### src/rtl/ctw_pkg.sv
package ctw_pkg;
   localparam int unsigned IR_W = 2;

   typedef enum logic [IR_W-1:0] {
      MODE_FUNC   = 2'b00,
      MODE_EXTEST = 2'b01,
      MODE_INTEST = 2'b10,
      MODE_BYPASS = 2'b11
   } ctw_mode_e;
endpackage

### src/rtl/ctw_cell.sv
module ctw_cell #(
   parameter bit HAS_UPD = 1'b1
) (
   input  logic clk,
   input  logic rst_n,
   input  logic si,
   input  logic shift,
   input  logic cap,
   input  logic upd,
   input  logic cap_d,
   output logic so,
   output logic uq
);
   logic sh_q;

   always_ff @(posedge clk or negedge rst_n) begin
      if (!rst_n)     sh_q <= 1'b0;
      else if (shift) sh_q <= si;
      else if (cap)   sh_q <= cap_d;
   end

   assign so = sh_q;

   generate
      if (HAS_UPD) begin : g_upd
         logic up_q;
         always_ff @(posedge clk or negedge rst_n) begin
            if (!rst_n)   up_q <= 1'b0;
            else if (upd) up_q <= sh_q;
         end
         assign uq = up_q;
      end else begin : g_thru
         logic unused_upd;
         assign unused_upd = upd;
         assign uq = sh_q;
      end
   endgenerate
endmodule

### src/rtl/ctw_chain.sv
module ctw_chain #(
   parameter int unsigned N_IN    = 3,
   parameter int unsigned N_OUT   = 2,
   parameter bit          HAS_UPD = 1'b1,
   localparam int unsigned TOT    = N_IN + N_OUT
) (
   input  logic             clk,
   input  logic             rst_n,
   input  logic             si,
   input  logic             shift,
   input  logic             cap_in,
   input  logic             cap_out,
   input  logic             upd,
   input  logic [N_IN-1:0]  host_in,
   input  logic [N_OUT-1:0] core_out,
   output logic [TOT-1:0]   sh_vec,
   output logic [TOT-1:0]   up_vec
);
   genvar i;
   generate
      for (i = 0; i < TOT; i++) begin : g_cell
         logic c_si, c_cap, c_d;
         if (i == 0) begin : g_head
            assign c_si = si;
         end else begin : g_link
            assign c_si = sh_vec[i-1];
         end
         if (i < N_IN) begin : g_in
            assign c_cap = cap_in;
            assign c_d   = host_in[i];
         end else begin : g_out
            assign c_cap = cap_out;
            assign c_d   = core_out[i-N_IN];
         end
         ctw_cell #(.HAS_UPD(HAS_UPD)) u_cell (
            .clk   (clk),
            .rst_n (rst_n),
            .si    (c_si),
            .shift (shift),
            .cap   (c_cap),
            .upd   (upd),
            .cap_d (c_d),
            .so    (sh_vec[i]),
            .uq    (up_vec[i])
         );
      end
   endgenerate
endmodule

### src/rtl/ctw_instr.sv
module ctw_instr
   import ctw_pkg::*;
(
   input  logic            clk,
   input  logic            rst_n,
   input  logic            si,
   input  logic            shift,
   input  logic            cap,
   input  logic            upd,
   output logic [IR_W-1:0] ir_sh,
   output ctw_mode_e       mode
);
   always_ff @(posedge clk or negedge rst_n) begin
      if (!rst_n) begin
         ir_sh <= '0;
         mode  <= MODE_FUNC;
      end else if (shift) begin
         ir_sh <= {si, ir_sh[IR_W-1:1]};
      end else if (cap) begin
         ir_sh <= mode;
      end else if (upd) begin
         mode  <= ctw_mode_e'(ir_sh);
      end
   end
endmodule

### src/rtl/ctw_collar.sv
module ctw_collar
   import ctw_pkg::*;
#(
   parameter int unsigned N_IN    = 3,
   parameter int unsigned N_OUT   = 2,
   parameter bit          HAS_UPD = 1'b1
) (
   input  logic             clk,
   input  logic             rst_n,
   input  logic [N_IN-1:0]  host_in,
   output logic [N_IN-1:0]  core_in,
   input  logic [N_OUT-1:0] core_out,
   output logic [N_OUT-1:0] host_out,
   input  logic             wsi,
   output logic             wso,
   input  logic             sel_ir,
   input  logic             shift_en,
   input  logic             capture_en,
   input  logic             update_en
);
   localparam int unsigned TOT = N_IN + N_OUT;

   generate
      if (N_IN < 1 || N_OUT < 1) begin : g_bad_size
         $error("ctw_collar: N_IN and N_OUT must both be at least 1");
      end
   endgenerate

   ctw_mode_e       mode_q;
   logic [IR_W-1:0] ir_sh_q;
   logic [TOT-1:0]  sh_vec, up_vec;
   logic            byp_q;
   logic            d_sel, is_byp;
   logic            d_shift, d_upd, cap_in, cap_out;

   assign d_sel   = !sel_ir && !shift_en;
   assign is_byp  = (mode_q == MODE_BYPASS);
   assign d_shift = shift_en && !sel_ir && !is_byp;
   assign d_upd   = update_en && d_sel && !is_byp;
   assign cap_in  = capture_en && d_sel && (mode_q == MODE_EXTEST);
   assign cap_out = capture_en && d_sel && (mode_q == MODE_INTEST);

   ctw_instr u_ir (
      .clk   (clk),
      .rst_n (rst_n),
      .si    (wsi),
      .shift (shift_en && sel_ir),
      .cap   (capture_en && sel_ir),
      .upd   (update_en && sel_ir),
      .ir_sh (ir_sh_q),
      .mode  (mode_q)
   );

   ctw_chain #(.N_IN(N_IN), .N_OUT(N_OUT), .HAS_UPD(HAS_UPD)) u_chain (
      .clk      (clk),
      .rst_n    (rst_n),
      .si       (wsi),
      .shift    (d_shift),
      .cap_in   (cap_in),
      .cap_out  (cap_out),
      .upd      (d_upd),
      .host_in  (host_in),
      .core_out (core_out),
      .sh_vec   (sh_vec),
      .up_vec   (up_vec)
   );

   always_ff @(posedge clk or negedge rst_n) begin
      if (!rst_n)                                   byp_q <= 1'b0;
      else if (is_byp && !sel_ir && shift_en)       byp_q <= wsi;
      else if (is_byp && d_sel && capture_en)       byp_q <= 1'b0;
   end

   always_comb begin
      if (sel_ir)      wso = ir_sh_q[0];
      else if (is_byp) wso = byp_q;
      else             wso = sh_vec[TOT-1];
   end

   assign core_in  = (mode_q == MODE_INTEST) ? up_vec[N_IN-1:0]  : host_in;
   assign host_out = (mode_q == MODE_EXTEST) ? up_vec[TOT-1:N_IN] : core_out;
endmodule

### config.mk
export PLATFORM = sky130hd
export DESIGN_NAME = ctw_collar
export DESIGN_NICKNAME = d
export VERILOG_FILES = /design/src/rtl/ctw_pkg.sv /design/src/rtl/ctw_cell.sv /design/src/rtl/ctw_chain.sv /design/src/rtl/ctw_instr.sv /design/src/rtl/ctw_collar.sv
export SDC_FILE = /design/constraint.sdc
export NUM_CORES = 1
export LEC_CHECK = 0
export ABC_CLOCK_PERIOD_IN_PS = 3800
export BUFFER_PORTS_ARGS = -buffer_cell sky130_fd_sc_hd__buf_2
export CORE_UTILIZATION = 56
export DETAILED_ROUTE_END_ITERATION = 8
export PLACE_DENSITY_LB_ADDON = 0.08
export SLEW_MARGIN = 30
export SYNTH_ARGS = -nofsm -noshare
export SYNTH_HDL_FRONTEND = slang
export SYNTH_HIERARCHICAL = 1
export SYNTH_SLANG_ARGS = --single-unit
### constraint.sdc
create_clock -name clk -period 3.8 [get_ports clk]
set_input_delay 0.57 -clock clk [delete_from_list [all_inputs] [get_ports clk]]
set_output_delay 0.57 -clock clk [all_outputs]
set_load 0.02 [all_outputs]
; Word-level counts from Yosys, hierarchy flattened
; Index checks and enable logic that the tools add are counted.
[word_totals]
ff_bits = 15
wordCells = 59
inputBits = 12
output_inout_bits = 6
[classes]
n_reduce_logical = 23
n_eq_ne = 3
n_mux = 18
bitwise = 2
[ops]
columns = cell, count
row1 = $logic_and A1 B1 Y1, 15
row2 = $mux W1, 14
row3 = $reduce_bool A2 Y1, 4
row4 = $mux W2, 3
row5 = $eq A2 B2 Y1 const B, 2
row6 = $logic_not A1 Y1, 3
row7 = $mux W3, 1
row8 = $reduce_and A3 Y1, 1
row9 = $eq A2 B1 Y1 const B, 1
row10 = $not A1 Y1, 2

; Logic depth before layout (Yosys ltp)
; Gate-level depths: netlist of run 1.
[logic_depth]
depth_word = 6
depth_mapped = 4
depth_no_buf = 4

; By module
; Netlist of run 1, hierarchy kept.
[modules_own_cells]
columns = module, area_each_um2, cells_per_inst, n_inst, seq_area_each_um2
row1 = ctw_cell, 83.8, 6, 5, 50.0
row2 = ctw_collar, 217.7, 24, 1, 25.0
row3 = ctw_instr, 172.7, 13, 1, 100.1
row4 = ctw_chain, 30.0, 4, 1, 0.0

; Worst setup path before layout of run 1
; Ideal clock, no wire load.
[synth_timing]
path_type = register -> output
start = register u_ir.mode[0]
end = output port wso
path_slack_ns = 2.098
arrival_ns = 1.132
required_ns = 3.230
path_stages_with_launch = 4
cell_sequence = dfrtp_1 -> nand2_2 -> mux2i_1 -> o21ai_0
[synth_via]
elab_chain_len = 3
[synth_rtl]
columns = element, line
row1 = "start, declared", ctw_instr.sv:11  ; output ctw_mode_e mode
row2 = "start signal, assigned", ctw_instr.sv:22  ; mode <= ctw_mode_e'(ir_sh);
row3 = $eq A2 B2 Y1, ctw_collar.sv:37  ; assign is_byp = (mode_q == MODE_BYPASS);
row4 = $mux W1, ctw_collar.sv:76  ; else if (is_byp) wso = byp_q;
row5 = $mux W1, ctw_collar.sv:75  ; if (sel_ir) wso = ir_sh_q[0];
row6 = "end, declared", ctw_collar.sv:15  ; output logic wso,
; No other way between the ends.

; Final worst setup path of run 1
[layout_timing]
start = register u_ir.mode[1]
end = output port host_out[1]
[layout_via]
elab_chain_len = 2
[layout_rtl]
columns = element, line
row1 = $eq A2 B1 Y1, ctw_collar.sv:81  ; assign host_out = (mode_q == MODE_EXTEST) ? up_vec[TOT-1:N_IN] : core_out;
row2 = $mux W2, ctw_collar.sv:81
row3 = "end, declared", ctw_collar.sv:13  ; output logic [N_OUT-1:0] host_out,
; No other way between the ends.

==> run metrics, run 1 <==
number of global-route vias before repair=473; starting DRC count in detailed routing=7; # setup viols final=0; Post-CTS Setup Inserts=0; crit end category=output port; clock skew=0.00404 ns; status=completed; Root Driver=clkbuf_4; Setup CP Type=reg -> out; Inst Count DP=99; CP startpoint kind=register; Pwr per Cell Area=621 mW/mm²; Worst EP required=3.23 ns; # clock sinks=15; Initial Util=0.614; Final nets=101; fin worst setup slack=1.78 ns; Clock Tree Buf Depth=2; total of max-cap violations=0; crit path DAT=1.45 ns; Layout Cells excl Fill=103; initial antenna violation count=0; final period utilization=0.532; Die W=40.0 µm; Pleak=0.447 nW; total wire length=1.39 mm; actual slew at the worst max-slew pin=0.344 ns; I/O Buffers=17; largest net degree at the start of global routing=16; H-tree levels=1; Yosys warnings=6; Rows=13; HP Class=in -> async; Wirelength per Cell=13.5 µm; Slew HR=0.770; post-synthesis instance area=810 µm²; critical path fanouts, max=5; Remaining Overflow, GRT=0; share of layout cells above drive strength 1=0.398; fmax=0.494 GHz; Clock transition at path regs=0.09 ns; Via density=5.61; Detailed Routing Iterations Pass 1=4; peak supply drop=0.375 mV; Hold Vio Cnt, Final=0; Layout area overhead=16.1%; GP Congestion=0.735; Final HPWL DP=1.08 mm; RSZ-0062 raised after global routing=false; first-pass GRT wire length=2.07 mm; minimum clock period=2.02 ns; Sum Neg Setup Slack=0 ns; cell area after layout=940 µm²; Post-CTS Resized=0; Total Power=584 µW; drc violations=0; post-place instance area=913 µm²; hold buffers post-CTS=0; Die Span Y=40.0 µm; TritonCTS Buffers=3; Final ANT Viol Nets=0; I/O pins=18; Mean Syn Cell Area=12.1 µm²; GRT Total Usage=0.202; post-synthesis cell count=67; n_diodes=0; Core Area=0.00132 mm²; die area=0.00160 mm²; Post-Place Worst Slack=2.08 ns; Worst-Skew Late Latency=0.28 ns; Final Max Slew Viols=0; via count=578; CTS tree=built; Net Count, Synth=79
==> per-layer routing <==
layer / GRT usage / vias up / share of wire / wire length (µm)
met4: 0.129 / 0 / 0.0086 / 12
met3: 0.0333 / 2 / 0.043 / 60
met2: 0.294 / 15 / 0.48 / 666
li1: - / 281 / - / -
met5: 0 / - / 0 / 0
met1: 0.274 / 280 / 0.47 / 654
==> report_power, final <==
part / leakage, nW / switching [mW] / internal (mW)
registers: 0.192 / 0.0549 / 0.224
logic: 0.240 / 0.0959 / 0.120
clock network: 0.0150 / 0.0483 / 0.0407
==> layout by cell type (no fill, tap or decap) <==
cell and count:
nand2_1 8, mux2_4 7, nand2_2 1, o21ai_1 6
and2_1 3, nor2_1 2, nand3b_1 1, and3b_1 1
and3_2 1, and2b_4 1, mux2_1 3, o21ai_0 3
and3_1 2, buf_2 17, nor2b_4 1, dfrtp_1 15
mux2_2 2, mux2i_1 8, o31ai_2 1, nor3b_2 1
clkbuf_1 1, clkbuf_4 3
==> per-stage QoR <==
step | hold slack [ns] | util
finish | 0.175 | 0.713
global route | 0.190 | 0.713
CTS | 0.179 | 0.713
detailed placement | 0.491 | 0.693
global placement | 0.484 | 0.693
floorplan | 0.274 | -
==> area by class of cell <==
type | count | area, µm²
Fill cell | 102 | 378
Tap cell | 15 | 18.8
Multi-Input combinational cell | 52 | 434
Timing Repair Buffer | 17 | 85.1
Clock buffer | 4 | 26.3
Sequential cell | 15 | 375
==> state kept, by name, indices dropped and copies added (netlist names) <==
name and cells:
byp_q 1, u_chain/g_cell.u_cell/so 5, u_chain/g_cell.u_cell/uq 5, u_ir/ir_sh 2
u_ir/mode 2
==> final timing paths <==
path | from | end | slack [ns] | cells past startpoint
min in group clk | u_ir/ir_sh[1] | u_ir/ir_sh[0] | 0.51 | 2
worst min-delay path | rst_n | u_chain/g_cell[4].u_cell/uq | 0.18 | 1
worst min register to register | u_ir/ir_sh[1] | u_ir/ir_sh[0] | 0.51 | 2
worst max register to register | u_ir/mode[0] | u_chain/g_cell[2].u_cell/uq | 2.37 | 3
max in group asynchronous | rst_n | u_chain/g_cell[2].u_cell/so | 3.38 | 1
worst max-delay path | u_ir/mode[1] | host_out[1] | 1.78 | 3
==> critical path, cell delays in order, from the launching register on <==
cell     delay, ns
dfrtp_1       0.43
and2b_4       0.29
mux2_4        0.29
buf_2         0.16
Note: power is estimated with default switching activity, not from simulation.
==> run 2, diff against run 1 <==
- ABC_AREA: not set -> 1
- ABC_CLOCK_PERIOD_IN_PS: 3800 -> 2100
- CORE_UTILIZATION: 56 -> 53
- clock period: 3.8 -> 2.1 ns (I/O delays scaled with it)
==> run metrics, run 2 <==
CTS tree=built; P_sw=343 µW; clock skew=0.00492 ns; # clock sinks=15; Die W=42.9 µm; status=completed; via count=835; max layer used=met4; Int Power=560 µW; RSZ-0062 raised after global routing=false; Final ANT Viol Nets=0; Pwr per Cell Area=877 mW/mm²; CP startpoint kind=register; Rows=14; Final Max Slew Viols=0; reg2reg end=u_chain/g_cell[0].u_cell/so; total of max-cap violations=0; most frequent cells in the layout=nand2_1, inv_1, nand3_1, buf_2, dfrtp_1; drc violations=0; initial antenna violation count=0; die area=0.00184 mm²; Pleak=0.605 nW; Clock Tree Buf Depth=2; routed wl met3=71 µm; Core Area=0.00154 mm²; largest net degree at the start of global routing=16; Met1 Wirelength=832 µm; post-synthesis instance area=886 µm²; first-pass GRT wire length=3.22 mm; number of global-route vias before repair=760; R2R Setup Slk=0.63 ns; fmax=0.596 GHz; Worst-Skew Late Latency=0.28 ns; crit end category=output port; Die Span Y=42.9 µm; Layout area overhead=16.2%; crit path DAT=1.36 ns; starting DRC count in detailed routing=22; HP Class=in -> reg; reg2reg start=u_ir/mode[1]; Hold Vio Cnt, Final=0; total wire length=1.83 mm; n_diodes=0; Sum Neg Setup Slack=0 ns; Root Driver=clkbuf_4; Seq pwr share=0.477; GRT Total Usage=0.238; actual slew at the worst max-slew pin=0.559 ns; H-tree levels=1; critical path fanouts, max=8; Via density=4.85; Yosys warnings=6; Final HPWL DP=1.41 mm; I/O pins=18; minimum clock period=1.68 ns; WHS Endpoint=u_chain/g_cell[0].u_cell/so; Initial Util=0.575; Hold Crit Start=wsi; Post-CTS Resized=0; Slew HR=0.626; Clock Power Share=0.179; post-synthesis cell count=134; peak supply drop=0.428 mV; Worst EP required=1.78 ns; Remaining Overflow, GRT=0; Final nets=169; Net Count, Synth=146; reg2reg path depth=5; DR WL met2=914 µm; Filler cells=150; Total Power=904 µW; Sw Ratio=0.380; Wirelength per Cell=10.6 µm; TritonCTS Buffers=3; Mean Syn Cell Area=6.61 µm²; Clock transition at path regs=0.09 ns; Setup CP Type=reg -> out; Gate power share=0.343; share of layout cells above drive strength 1=0.224; final period utilization=0.799; commonest non-fill, non-tap cell in the layout=nand2_1; I/O Buffers=17; hold depth=3; GP Congestion=0.816; # setup viols final=0; Detailed Routing Iterations Pass 1=4
-- run 2: how the worst max path moves through the flow --
stage	startpoint	end	slack, ns	cells after the start
global route	u_ir/mode[1]	host_out[0]	0.35	3
finish	u_ir/mode[1]	host_out[0]	0.42	4
CTS	u_ir/mode[1]	host_out[0]	0.41	4
global placement	u_ir/mode[1]	u_chain/g_cell[0].u_cell/so	0.64	5
floorplan	u_ir/mode[1]	u_chain/g_cell[0].u_cell/so	0.65	6
detailed placement	u_ir/mode[1]	u_chain/g_cell[0].u_cell/so	0.64	5
-- run 2: power by group through the flow --
stage	combinational [mW]	sequential, mW	clock, mW
floorplan	0.230	0.422	0
global placement	0.300	0.435	0
detailed placement	0.311	0.437	0
CTS	0.313	0.432	0.170
global route	0.353	0.444	0.180
finish	0.310	0.431	0.162
-- run 2: cell type report --
cell class	instances	area (µm²)	area share
Tap cell	16	20.0	0.0194
Timing Repair Buffer	19	103	0.0996
Multi-Input combinational cell	87	389	0.378
Sequential cell	15	375	0.365
Clock buffer	4	26.3	0.0255
Inverter	31	116	0.113
-- run 2: repair_timing --
action	in CTS	in global routing
endpoints found under the hold margin	15	0
hold buffers	1	0
setup buffers	0	0
-- run 2: through the flow --
step                      area, µm²  instances  worst slack, ns  hold WS, ns   util
after global placement          993        167            0.643        0.243  0.644
after detailed placement        993        167            0.636        0.245  0.644
after global routing           1030        172            0.346        0.312  0.668
after floorplan                 886        134            0.649       0.0194      -
final                          1030        172            0.423        0.316  0.668
after CTS                      1030        172            0.411        0.307  0.668
-- run 2: layer usage --
layer	track usage	up-vias
li1	-	444
met1	0.313	367
met2	0.400	22
met3	0.0255	2
met4	0.0938	0
met5	0	-
-- run 2: worst max-delay path: stages (launching register included) --
cell     delay (ns)
dfrtp_1        0.48
or2_4          0.32
nand2_1        0.08
o21ai_2        0.05
buf_2          0.15
==> run 3, diff against run 2 <==
- ABC_CLOCK_PERIOD_IN_PS: 2100 -> 1600
- clock period: 2.1 -> 1.6 ns (I/O delays scaled with it)
==> run metrics, run 3 (same netlist as run 2, synthesis figures left out) <==
status=completed; Final Max Slew Viols=0; H-tree levels=1; crit path DAT=1.35 ns; first-pass GRT wire length=3.33 mm; Final ANT Viol Nets=0; Filler cells=135; Initial Util=0.575; GP Congestion=0.861; hold depth=3; number of global-route vias before repair=777; CP top delay family=flip-flops; fmax=0.631 GHz; actual slew at the worst max-slew pin=0.340 ns; clock skew=0.00687 ns; final period utilization=0.991; share of layout cells above drive strength 1=0.264; reg2reg end=u_chain/g_cell[2].u_cell/so; Wirelength per Cell=11.6 µm; minimum clock period=1.59 ns; die area=0.00184 mm²; fin worst setup slack=0.0147 ns; GRT Total Usage=0.245; critical path fanouts, max=5; Clock Tree Buf Depth=2; R2R Setup Slk=0.15 ns; drc violations=0; Post-Place Worst Slack=0.200 ns; Slew HR=0.772; Largest stage delay, worst path=0.43 ns; Sum Neg Setup Slack=0 ns; initial antenna violation count=0; Core Area=0.00154 mm²; n_diodes=0; CTS tree=built; worst path cell trace=inv_2 > or2_4 > nand2_2 > o21ai_4 > buf_6; worst hold slack=0.227 ns; peak supply drop=0.808 mV; WHS Endpoint=byp_q; Pwr per Cell Area=1170 mW/mm²; most frequent cells in the layout=nand2_1, inv_1, nand3_1; I/O pins=18; starting DRC count in detailed routing=29; total wire length=2.03 mm; largest net degree at the start of global routing=16; Clock transition at path regs=0.10 ns; Hold Crit Start=wsi; Layout area overhead=21.9%; reg2reg path depth=7; Total Power=1.26 mW; HP Class=in -> reg; Die W=42.9 µm; Via density=5.18; Final HPWL DP=1.47 mm; RSZ-0062 raised after global routing=true; crit end category=output port; I/O Buffers=17; Max stage delay cell, worst path=dfrtp_1; via count=906; Die Span Y=42.9 µm; CP startpoint kind=register; # clock sinks=15; TritonCTS Buffers=3; reg2reg start=u_ir/mode[0]; total of max-cap violations=0; Critical Path Start=u_ir/mode[0]; Worst EP required=1.36 ns; Rows=14; Final nets=172; Worst-Skew Late Latency=0.28 ns; Pleak=0.625 nW; Hold Vio Cnt, Final=0; Detailed Routing Iterations Pass 1=5; # setup viols final=0; Setup CP Type=reg -> out; Remaining Overflow, GRT=0; commonest non-fill, non-tap cell in the layout=nand2_1; Root Driver=clkbuf_4; Buf/Inv on CP=2
run 3: cell count changes in the layout (fill, tap and decap cells not counted), moves of 2 or more:
cell and change:
buf_4 +3, buf_2 -2, buf_6 +2, nand2_1 -2
nand2_2 +2
run 3: where the power goes:
group          leakage, nW  total (mW)  internal [mW]  switching (mW)
logic                0.424       0.466          0.186           0.280
registers            0.184       0.572          0.486          0.0852
clock network       0.0177       0.223         0.0927           0.130
run 3: worst register-to-register path, stage by stage (launching register included):
cell and delay [ns]:
dfrtp_1 0.43, inv_2 0.08, or2_4 0.27, nor2_1 0.29, inv_1 0.10, nand2_1 0.09, nand3_1 0.06, nand2_1 0.06
run 3: worst max-delay path by stage:
stage                     slack [ns]                     endpoint  depth (start not counted)
after floorplan                 0.15  u_chain/g_cell[0].u_cell/so                          6
after global placement          0.25  u_chain/g_cell[0].u_cell/so                          5
after detailed placement        0.20  u_chain/g_cell[0].u_cell/so                          5
after CTS                     0.0005                  host_out[1]                          4
after global routing           -0.04                  host_out[1]                          4
final                           0.01                  host_out[0]                          5
run 3: repair_timing:
item / in CTS / in global routing
gates resized for setup: 0 / 8
hold endpoints to repair: 15 / 0
buffers inserted: 0 / 2
endpoints found under the setup margin: 0 / 3
hold buffers: 1 / 0
run 3: cell type report:
cell class / count / area, µm² / area share
Clock buffer: 3 / 22.5 / 0.0209
Clock inverter: 1 / 5.00 / 0.00463
Inverter: 31 / 116 / 0.108
Multi-Input combinational cell: 87 / 402 / 0.372
Sequential cell: 15 / 377 / 0.349
Tap cell: 16 / 20.0 / 0.0185
Timing Repair Buffer: 22 / 138 / 0.127
run 3: layer usage:
| layer | routed length (µm) | share of wire | GRT usage |
|---|---|---|---|
| met5 | 0 | 0 | 0 |
| met2 | 1000 | 0.50 | 0.394 |
| met1 | 888 | 0.44 | 0.327 |
| met4 | 43 | 0.021 | 0.100 |
| met3 | 90 | 0.044 | 0.0383 |
run 3: metrics by stage:
step / instances / util / cell area, µm²
after floorplan: 134 / - / 886
after global placement: 168 / 0.649 / 1000
after detailed placement: 168 / 0.649 / 1000
after CTS: 173 / 0.674 / 1040
after global routing: 175 / 0.700 / 1080
final: 175 / 0.700 / 1080
